[src/rtl/irqc_pkg.sv]
package irqc_pkg;
    localparam int unsigned OFS_W = 4;
    typedef logic [OFS_W-1:0] ofs_t;

    localparam ofs_t OFS_CTRL       = 4'hA;
    localparam ofs_t OFS_LATCH_BASE = 4'hB;

    typedef struct packed {
        logic load;     // control register written this cycle
        logic run;      // enable value carried by that write
    } ctrl_cmd_t;

    function automatic ofs_t latch_ofs(input int unsigned idx);
        return ofs_t'(int'(OFS_LATCH_BASE) + int'(idx));
    endfunction
endpackage

[src/rtl/irqc_ctrl.sv]
module irqc_ctrl
    import irqc_pkg::*;
#(
    parameter int unsigned NBYTES = 2
) (
    input  logic              clk,
    input  logic              rst,
    input  logic              wr_stb,
    input  ofs_t              wr_ofs,
    input  logic              run_bit,
    output ctrl_cmd_t         cmd,
    output logic [NBYTES-1:0] latch_we,
    output logic              en_q
);
    always_comb begin
        cmd.load = wr_stb && (wr_ofs == OFS_CTRL);
        cmd.run  = run_bit;
    end

    for (genvar b = 0; b < NBYTES; b++) begin : g_we
        assign latch_we[b] = wr_stb && (wr_ofs == latch_ofs(b));
    end

    always_ff @(posedge clk) begin
        if (rst)           en_q <= 1'b0;
        else if (cmd.load) en_q <= run_bit;
    end

    // a single write targets at most one register
    a_r10_one_target: assert property (@(posedge clk) disable iff (rst)
        $onehot0({cmd.load, latch_we}));

    // enable follows bit 0 of the control write
    a_r3_enable_follows: assert property (@(posedge clk) disable iff (rst)
        cmd.load |=> (en_q == $past(run_bit)));

    // enable is unchanged without a control write
    a_r3_enable_stable: assert property (@(posedge clk) disable iff (rst)
        !cmd.load |=> $stable(en_q));
endmodule

[src/rtl/irqc_latch.sv]
module irqc_latch #(
    parameter int unsigned DATA_W = 8,
    parameter int unsigned NBYTES = 2,
    localparam int unsigned CNT_W = DATA_W * NBYTES
) (
    input  logic              clk,
    input  logic              rst,
    input  logic [NBYTES-1:0] latch_we,
    input  logic [DATA_W-1:0] wr_data,
    output logic [CNT_W-1:0]  latch_val
);
    logic [DATA_W-1:0] byte_q [NBYTES];

    for (genvar b = 0; b < NBYTES; b++) begin : g_byte
        always_ff @(posedge clk) begin
            if (rst)              byte_q[b] <= '0;
            else if (latch_we[b]) byte_q[b] <= wr_data;
        end
        assign latch_val[b*DATA_W +: DATA_W] = byte_q[b];

        // a byte write lands in its own slice, little-endian
        a_r1_byte_lands: assert property (@(posedge clk) disable iff (rst)
            latch_we[b] |=> (latch_val[b*DATA_W +: DATA_W] == $past(wr_data)));
    end

    // the latch is unchanged without a byte write
    a_r1_latch_hold: assert property (@(posedge clk) disable iff (rst)
        (latch_we == '0) |=> $stable(latch_val));
endmodule

[src/rtl/irqc_counter.sv]
module irqc_counter
    import irqc_pkg::*;
#(
    parameter int unsigned CNT_W = 16
) (
    input  logic             clk,
    input  logic             rst,
    input  ctrl_cmd_t        cmd,
    input  logic             en_q,
    input  logic             m2_tick,
    input  logic [CNT_W-1:0] latch_val,
    output logic             irq
);
    logic [CNT_W-1:0] cnt_q, cnt_d;
    logic             irq_d;
    logic             cnt_zero, step;

    assign cnt_zero = (cnt_q == '0);
    assign step     = en_q && m2_tick && !cnt_zero;

    always_comb begin
        cnt_d = cnt_q;
        irq_d = irq;
        if (cmd.load) begin
            cnt_d = latch_val;
            irq_d = cmd.run && (latch_val == '0);
        end else begin
            if (step) cnt_d = cnt_q - 1'b1;
            if (en_q && (cnt_d == '0)) irq_d = 1'b1;
        end
    end

    always_ff @(posedge clk) begin
        if (rst) begin
            cnt_q <= '0;
            irq   <= 1'b0;
        end else begin
            cnt_q <= cnt_d;
            irq   <= irq_d;
        end
    end

    // control write loads the latch
    a_r4_load: assert property (@(posedge clk) disable iff (rst)
        cmd.load |=> (cnt_q == $past(latch_val)));

    // no load and no pulse while enabled leaves the count alone
    a_r2_hold: assert property (@(posedge clk) disable iff (rst)
        (!cmd.load && !(en_q && m2_tick)) |=> $stable(cnt_q));

    // an enabled pulse decrements a non-zero count by one
    a_r5_decrement: assert property (@(posedge clk) disable iff (rst)
        (!cmd.load && en_q && m2_tick && !cnt_zero) |=> (cnt_q == $past(cnt_q) - 1'b1));

    // no wrap below zero
    a_r8_no_wrap: assert property (@(posedge clk) disable iff (rst)
        (!cmd.load && cnt_zero) |=> (cnt_q == '0));

    // request is sticky until a control write
    a_r8_sticky: assert property (@(posedge clk) disable iff (rst)
        (irq && !cmd.load) |=> irq);

    // enabled at zero means a raised request
    a_r6_zero_raises: assert property (@(posedge clk) disable iff (rst)
        (!cmd.load && en_q && cnt_zero) |=> irq);

    // a stopping control write leaves the request low
    a_r4_clear: assert property (@(posedge clk) disable iff (rst)
        (cmd.load && !cmd.run) |=> !irq);

    // enabling with a zero latch fires on that edge
    a_r7_immediate: assert property (@(posedge clk) disable iff (rst)
        (cmd.load && cmd.run && (latch_val == '0)) |=> irq);
endmodule

[src/rtl/irq_cycle_timer.sv]
module irq_cycle_timer
    import irqc_pkg::*;
#(
    parameter int unsigned DATA_W = 8,
    parameter int unsigned NBYTES = 2,
    localparam int unsigned CNT_W = DATA_W * NBYTES
) (
    input  logic              clk,
    input  logic              rst,
    input  logic              wr_stb,
    input  logic [OFS_W-1:0]  wr_ofs,
    input  logic [DATA_W-1:0] wr_data,
    input  logic              m2_tick,
    output logic              irq
);
    ctrl_cmd_t         cmd;
    logic [NBYTES-1:0] latch_we;
    logic              en_q;
    logic [CNT_W-1:0]  latch_val;

    irqc_ctrl #(.NBYTES(NBYTES)) u_ctrl (
        .clk      (clk),
        .rst      (rst),
        .wr_stb   (wr_stb),
        .wr_ofs   (wr_ofs),
        .run_bit  (wr_data[0]),
        .cmd      (cmd),
        .latch_we (latch_we),
        .en_q     (en_q)
    );

    irqc_latch #(.DATA_W(DATA_W), .NBYTES(NBYTES)) u_latch (
        .clk       (clk),
        .rst       (rst),
        .latch_we  (latch_we),
        .wr_data   (wr_data),
        .latch_val (latch_val)
    );

    irqc_counter #(.CNT_W(CNT_W)) u_cnt (
        .clk       (clk),
        .rst       (rst),
        .cmd       (cmd),
        .en_q      (en_q),
        .m2_tick   (m2_tick),
        .latch_val (latch_val),
        .irq       (irq)
    );

    // reset leaves the request low
    a_r9_reset_low: assert property (@(posedge clk)
        rst |=> !irq);
endmodule

[config.mk]
export PLATFORM = sky130hd
export DESIGN_NAME = irq_cycle_timer
export DESIGN_NICKNAME = d
export VERILOG_FILES = /design/src/rtl/irqc_pkg.sv /design/src/rtl/irqc_ctrl.sv /design/src/rtl/irqc_latch.sv /design/src/rtl/irqc_counter.sv /design/src/rtl/irq_cycle_timer.sv
export SDC_FILE = /design/constraint.sdc
export NUM_CORES = 1
export LEC_CHECK = 0
export ABC_CLOCK_PERIOD_IN_PS = 6290
export CORE_MARGIN = 3
export CORE_UTILIZATION = 55
export CTS_CLUSTER_DIAMETER = 100
export DETAILED_ROUTE_END_ITERATION = 6
export PLACE_DENSITY = 0.75
export SETUP_SLACK_MARGIN = 0.4
export SLEW_MARGIN = 20
export SYNTH_ARGS = -nofsm -noshare
export SYNTH_HDL_FRONTEND = slang
export SYNTH_SLANG_ARGS = --single-unit
[constraint.sdc]
create_clock -name clk -period 6.29 [get_ports clk]
set_input_delay 0.629 -clock clk [delete_from_list [all_inputs] [get_ports clk]]
set_output_delay 0.629 -clock clk [all_outputs]
set_load 0.1 [all_outputs]
Word level (Yosys, flattened, before mapping). Memory sizes are Yosys's and may differ from the RTL's. Index checks and enable logic that the tools add are counted.

Memories: 1. Input bits: 16. Logic and storage cells: 37. Bits in writable memories: 16. Bits in registers: 18.

Bitwise operators: 2. Muxes and demuxes: 15. Equal/unequal tests: 3. Add/sub/neg operators: 1. Reductions and logical operators: 12.

Memories: u_latch.byte_q (words 2, bits a word 8, rd ports 2, clocked after memory_dff 0, write ports 2, RTL line irqc_latch.sv:12) `logic [DATA_W-1:0] byte_q [NBYTES];`.

Operators with widths (count): logical NOT 16 bit (3); two-way mux 16 bit (3); two-way mux 8 bit (2); subtractor 16 x 1 -> 16 bit (second input constant) (1); equality test 4 bit (second input constant) (3); two-way mux 1 bit (10); logical AND 1 bit (7); OR 1 bit (2); nonzero test 2 bit (1); logical NOT 1 bit (1).

Longest topological paths before layout. Gate-level depths: netlist (run 1).

Depth after elaboration: 9. Gate-level depth with buffers: 8. Depth with buffers taken out: 8.

Cells and area by module. Synthesis (run 1) repeated with hierarchy kept, for this count alone.

Cell total of the unflattened synthesis: 192. Area, all modules: 1948.1 µm².

By module, submodules not included: irqc_counter (area each 1194.9 µm², times used 1, cells an instance 148); irqc_latch (area each 654.4 µm², times used 1, cells an instance 35); irqc_ctrl (area each 98.8 µm², times used 1, cells an instance 9).

Worst setup path after synthesis (run 1). OpenSTA, ideal clock, no wires.

Path kind: reg2reg. From: register u_cnt.cnt_q[0]. To: register u_cnt.cnt_q[4]. Stages on the path, launching flop included: 8. Clock period less this slack: 1968 ps. Data arrival time: 1883 ps. Library setup time: 86 ps. Path slack: 4322 ps. Cells stage by stage: dfxtp_1 -> inv_1 -> ha_1 -> or4b_4 -> nor3_4 -> a2111oi_0 -> xnor2_1 -> a211oi_1.

Longest elaborated chain between the ends: 6. Elaborated cells on any way between the ends: 7. Those cells by class: 1 x add/sub; 3 x mux; 3 x reduce/logical.

Ends and longest elaborated chain: start, declared (RTL line irqc_counter.sv:14) `logic [CNT_W-1:0] cnt_q, cnt_d;`; start signal, assigned (RTL line irqc_counter.sv:38) `cnt_q <= cnt_d;`; parallel branches: the longest is 3 deep, another holds subtractor 16 x 1 -> 16 bit; two-way mux 16 bit * (RTL line irqc_counter.sv:28) `if (step) cnt_d = cnt_q - 1'b1;`; two-way mux 16 bit * (2 in series) (RTL line irqc_counter.sv:24) `if (cmd.load) begin`.

Mark *: on every way between the ends. The select of a mux whose other input is x is not followed. A chain may end at the register's enable or synchronous reset.

Worst setup path after layout (run 1).
From: register u_cnt.irq. To: output irq.

RTL lines: start, declared (RTL line irqc_counter.sv:12) `output logic irq`; start signal, assigned (RTL line irqc_counter.sv:39) `irq <= irq_d;`; end, declared (RTL line irq_cycle_timer.sv:14) `output logic irq`.

No word-level cell between the ends.

==> run summary, run 1 <==
Final Cell Area: 2080 um2
DR WL/cell: 15.8 um
Critical Path Fanout Max: 2
Largest net degree at the start of global routing: 34
Routed WL: 4040 um
TritonCTS clock tree: done
R2r setup slk: 3990 ps
Total negative slack: 0 ps
Flop pwr share: 0.593
VDD IR max: 0.151 mV
PwrDens: 201 nW/um2
# port buffers: 16
Max Cap Viol: 0
Die area: 4190 um2
Worst slew pin tran: 1010 ps
Syn Nets: 215
Core area: 3180 um2
Sw power: 0.103 mW
Antenna cells: 0
Top post-synthesis cells by area: edfxtp_1 (25%), dfxtp_1 (19%), and2_1 (5.3%)
Vias per Instance: 5.94
Row cnt: 20
Clock Path Buffers: 2
Switching Share: 0.246
Top post-synthesis cells by count: nor2_1 (26), dfxtp_1 (18), and2_1 (16), edfxtp_1 (16), nand2_1 (15)
# resized after CTS: 0
Critical path's top delay family: buffers and inverters
Fillers: 285
Worst Slack Setup Final: 3820 ps
Critical Setup Path Class: flop to primary output
Seq/Total Area, Yosys: 0.443
Slowest cell delay on critical path: 1140 ps
Die Wd: 64.7 um
Internal power: 0.316 mW
Num CTS Buffers: 5
Routed Antenna Nets: 0
GP Congestion: 0.930
Worst Hold Class: flop to flop
Type of origin of the critical path: flop
Reg-to-reg endpoint: u_cnt.cnt_q[4]
Number of global-route vias before repair: 1542
Cell with the most instances after synthesis: nor2_1
Post-synth top area share: 0.253
Unique cell type count in the Yosys netlist: 46
CP Buf/Inv Count: 1
# clock sinks: 34
Crit. End Element: primary output
First-pass GRT wire length: 7010 um
Worst Skew: 11.7 ps
Fin. Hold Viols: 0
Clock Latency Late Sink: 340 ps
Synth async-reset ratio: 0
Cell taking the most area after synthesis: edfxtp_1
HP Start: u_cnt.irq
Cts hold-fix bufs: 0
Die Y: 64.7 um
Num ports: 17
Period utilization: 0.392
Fmax: 0.406 GHz
Area grow syn2layout: 9.83%
CP Data Arrival Time: 1840 ps
Mapped Cells: 197
Reg2reg path depth: 7
Logic gate share of total power: 0.115
Mapped cell area: 1900 um2
Starting DRT DRC Count: 146
Synth Warn #: 0
Tmin final: 2470 ps
Status: completed
RSZ-0062 raised after global routing: no
Slew Viols, Final: 0
Leak: 0.700 nW
Setup violators final: 0
Vias: 1520
H-tree Lvls: 2
Slowest cell on crit path: clkdlybuf4s50_1
Clock slew at reported path FFs: 90 ps
Post-place setup slack: 3750 ps
Share of post-route cells with drive strength above 1: 0.0943
Number of synthesized flops with an enable pin: 16
Primary FF master, synth: dfxtp_1
Placed Area: 2020 um2
Root Buffer Master: clkbuf_4
Yosys reg bits: 34
Clock group share of total power: 0.293
Pre-antenna DRT Iters: 5
GRT Util Overall: 0.219
Hold path depth: 2
Endpoint, Worst Hold: u_cnt.irq
Nets: 229
Syn Area/Cell: 9.63 um2
Initial antenna violation count: 0
DRC Markers: 0
Worst path depth: 1
Utilization after layout: 0.656
CP Data Required Time: 5660 ps
Rel. slew slack: 0.329
Setup Buffers After CTS: 0
Starting Density: 0.597
CP Cell Sequence: clkdlybuf4s50_1
DPL Wire Length: 3060 um
Grt ovf: 0
RR Startpoint: u_cnt.cnt_q[0]
## flip-flops by register name (all words and copies together) (netlist names)
register / flops
u_cnt.irq: 1
u_cnt.cnt_q: 16
u_latch.byte_q: 16
u_ctrl.en_q: 1
## tightest hold or removal path, delay by kind of cell (launching register included)
kind            cells  cell delay, ps
compound gates      2             140
flops               1             360
## cells by family after synthesis
| family | count (synthesis) | share of synthesized area |
|---|---|---|
| AO/OA/AOI/OAI | 33 | 0.123 |
| XOR/XNOR | 10 | 0.0462 |
| adder cells (fa/ha/maj) | 2 | 0.0132 |
| buffers and inverters | 13 | 0.0547 |
| flip-flops | 34 | 0.443 |
| multiplexers | 1 | 0.00528 |
| AND/OR/NAND/NOR | 104 | 0.314 |
## layer usage
layer | routed length, um | vias to the layer above | global-route usage
li1 | - | 762 | -
met1 | 1780 | 702 | 0.269
met2 | 2000 | 52 | 0.361
met3 | 230 | 4 | 0.0624
met4 | 30 | 0 | 0.0844
met5 | 0 | - | 0
## power by group through the flow
stage / sequential [mW] / combinational (mW) / clock, mW
2_1_floorplan: 0.251 / 0.0325 / 0
3_3_place_gp: 0.253 / 0.0465 / 0
3_5_place_dp: 0.253 / 0.0476 / 0
4_1_cts: 0.248 / 0.0477 / 0.127
5_1_grt: 0.249 / 0.0530 / 0.138
6_report: 0.248 / 0.0480 / 0.123
## worst max-delay path by stage
stage,startpoint,endpoint,slack [ps]
after global routing,u_cnt.irq,irq,3780
after detailed placement,wr_ofs[2],u_cnt.irq,3750
after CTS,u_cnt.irq,irq,3810
after floorplan,u_cnt.cnt_q[0],u_cnt.cnt_q[4],4320
after global placement,m2_tick,u_cnt.irq,3730
final,u_cnt.irq,irq,3820
## cell usage in the layout, fill, tap and decap left out, drive strengths merged, types with 5 or more instances in the layout
| cell type | n |
|---|---|
| nor2 | 27 |
| dfxtp | 18 |
| and2 | 16 |
| clkdlybuf4s50 | 16 |
| edfxtp | 16 |
| nand2 | 15 |
| a211oi | 14 |
| nor3 | 12 |
| nor4 | 10 |
| clkbuf | 7 |
| xnor2 | 5 |
| xor2 | 5 |
## per-stage QoR
step	hold WS, ps	instances	power [mW]
2_1_floorplan	468	197	0.283
3_3_place_gp	498	248	0.299
3_5_place_dp	503	248	0.301
4_1_cts	530	256	0.422
6_report	532	256	0.419
5_1_grt	569	256	0.441
## final cells by class
type	count	area, um2	area share
timing repair buffer	16	160	0.0769
inverter	4	15.0	0.00721
sequential	34	841	0.404
clock buffer	7	55.1	0.0264
clock inverter	1	5.00	0.00240
multi-input combinational	150	952	0.457
tap	44	55.1	0.0264
Note: power is estimated with default switching activity, not from simulation.
==> inputs of run 2 (changes only) <==
- ABC_CLOCK_PERIOD_IN_PS: 6290 -> 2300
- clock period: 6.29 -> 2.3 ns (I/O delays scaled with it)
==> run summary, run 2 (synthesis results as in run 1) <==
Routed Antenna Nets: 0 (unchanged)
Reg2reg path depth: 9 (+2)
Worst slew pin tran: 612 ps (-394 ps)
Commonest cells after routing, fill and taps aside: nor2_1 (25), and2_1 (16), edfxtp_1 (16)
Root Buffer Master: clkbuf_4
Slowest cell on crit path: or4b_4
Setup violators final: 0 (unchanged)
# port buffers: 16 (unchanged)
CP Data Required Time: 2560 ps (-3100 ps)
Placed Area: 2070 um2 (+2.2%)
Period utilization: 0.862
Vias: 1594 (+4.9%)
RSZ-0062 raised after global routing: yes
R2r setup slk: 320 ps (-3670 ps)
CP Buf/Inv Count: 2 (+1)
Clock slew at reported path FFs: 110 ps (+20 ps)
DRC Markers: 0 (unchanged)
Total negative slack: 0 ps (unchanged)
Crit. End Element: flop
Initial antenna violation count: 0 (unchanged)
Clock Path Buffers: 2 (unchanged)
Worst Hold Class: flop to flop
# clock sinks: 34 (unchanged)
Area grow syn2layout: 20.4%
Type of origin of the critical path: flop
CP Data Arrival Time: 2240 ps (+400 ps)
Routed WL: 4440 um (+9.9%)
Final cell count without fillers: 270 (+5.5%)
Critical Path Fanout Max: 5 (+3)
Num ports: 17 (unchanged)
DR WL/cell: 16.4 um (+4.2%)
Clock Latency Late Sink: 350 ps (about the same)
Post-place setup slack: 170 ps (-3580 ps)
Slowest cell delay on critical path: 510 ps (-630 ps)
HP Start: u_ctrl.en_q
Most common cell after layout, fill and taps aside: nor2_1
Share of post-route cells with drive strength above 1: 0.230 (+0.136)
First-pass GRT wire length: 7410 um (+5.7%)
Endpoint, Worst Hold: u_ctrl.en_q
Starting Density: 0.597 (unchanged)
Reg-to-reg endpoint: u_cnt.cnt_q[12]
Core area: 3180 um2 (unchanged)
Rel. slew slack: 0.589 (+0.260)
CP Cell Sequence: inv_4 > ha_4 > or4b_4 > nor3_4 > buf_6 > nor4_4 > nand3b_1 > xor2_1 > a211oi_1
Worst Skew: 13.4 ps (+1.77 ps)
Worst Slack Setup Final: 318 ps (-3510 ps)
Number of global-route vias before repair: 1608 (+4.3%)
RR Startpoint: u_cnt.cnt_q[0]
Antenna cells: 0 (unchanged)
Status: completed
Worst hold margin: 560 ps (+28.0 ps)
Slew Viols, Final: 0 (unchanged)
GRT Util Overall: 0.234 (+0.0150)
H-tree Lvls: 2 (unchanged)
Tmin final: 1980 ps
GP Congestion: 1.05 (+13%)
DP Cell Count: 254 (+2.4%)
Critical path's top delay family: simple AND/OR/NAND/NOR gates
Final Cell Area: 2280 um2 (+9.7%)
Row cnt: 20 (unchanged)
Grt ovf: 0 (unchanged)
Fin. Hold Viols: 0 (unchanged)
Top flop regs: u_cnt.cnt_q: 16 flops, u_latch.byte_q: 16 flops
Fmax: 0.505 GHz
Die area: 4190 um2 (unchanged)
VDD IR max: 0.328 mV (+120%)
Starting DRT DRC Count: 112 (-23%)
Hold path depth: 2 (unchanged)
Largest net degree at the start of global routing: 34 (unchanged)
Critical Setup Path Class: flop to flop
Die Wd: 64.7 um (unchanged)
Max Cap Viol: 0 (unchanged)
Fillers: 238 (-16%)
Pre-antenna DRT Iters: 4 (-1)
Nets: 243 (+6.1%)
Leak: 0.769 nW (+9.8%)
DPL Wire Length: 3250 um (+6.2%)
Cts hold-fix bufs: 0 (unchanged)
Die Y: 64.7 um (unchanged)
Num CTS Buffers: 5 (unchanged)
Vias per Instance: 5.90 (-0.57%)
TritonCTS clock tree: done
PwrDens: 508 nW/um2 (+150%)
## run 2: changes by cell type in the layout (fill, tap and decap cells not counted), sizes merged
cell / previous run / this run
clkbuf: 7 / 5
clkdlybuf4s50: 16 / 15
clkinv: 1 / 2
clkinvlp: 0 / 1
buf: 0 / 15
## run 2: tightest hold or removal path, cell delays in order (launching register included)
cell     delay, ps
dfxtp_1        380
nand2_1         80
a21oi_1         60
## run 2: power breakdown
part	switching, mW	internal, mW	total, mW
Combinational	0.0867	0.0800	0.167
Clock	0.203	0.113	0.316
Sequential	0.0229	0.656	0.679
## run 2: repair_timing
| item | in CTS | in global routing |
|---|---|---|
| setup buffers | 5 | 3 |
| gates resized for setup | 20 | 6 |
| cloned | 0 | 0 |
| pin swaps | 16 | 12 |
| endpoints found under the setup margin | 16 | 15 |
## run 2: worst max path at each step
| stage | depth (start not counted) | slack, ps | to | from |
|---|---|---|---|---|
| 6_report | 9 | 320 | u_cnt.cnt_q[12] | u_cnt.cnt_q[0] |
| 5_1_grt | 9 | 210 | u_cnt.cnt_q[14] | u_cnt.cnt_q[0] |
| 4_1_cts | 9 | 310 | u_cnt.cnt_q[12] | u_cnt.cnt_q[0] |
| 3_5_place_dp | 8 | 170 | u_cnt.cnt_q[12] | u_cnt.cnt_q[0] |
| 3_3_place_gp | 6 | 190 | u_cnt.irq | m2_tick |
| 2_1_floorplan | 7 | 390 | u_cnt.cnt_q[4] | u_cnt.cnt_q[0] |
## run 2: area by class of cell
class	instances	area, um2	area share
Clock inverter	3	16.3	0.00712
Timing Repair Buffer	30	267	0.117
Clock buffer	5	37.5	0.0164
Multi-Input combinational cell	150	1040	0.455
Inverter	4	20.0	0.00876
Tap cell	44	55.1	0.0241
Sequential cell	34	851	0.372
## run 2: through the flow
step	power, mW	utilization
finish	1.16	0.719
CTS	1.16	0.703
global placement	0.828	0.650
floorplan	0.774	-
global route	1.21	0.719
detailed placement	0.829	0.650
## run 2: per-layer routing
| layer | share of wire | global-route usage |
|---|---|---|
| met5 | 0 | 0 |
| met4 | 0.025 | 0.106 |
| met1 | 0.40 | 0.271 |
| met2 | 0.52 | 0.409 |
| met3 | 0.050 | 0.0520 |
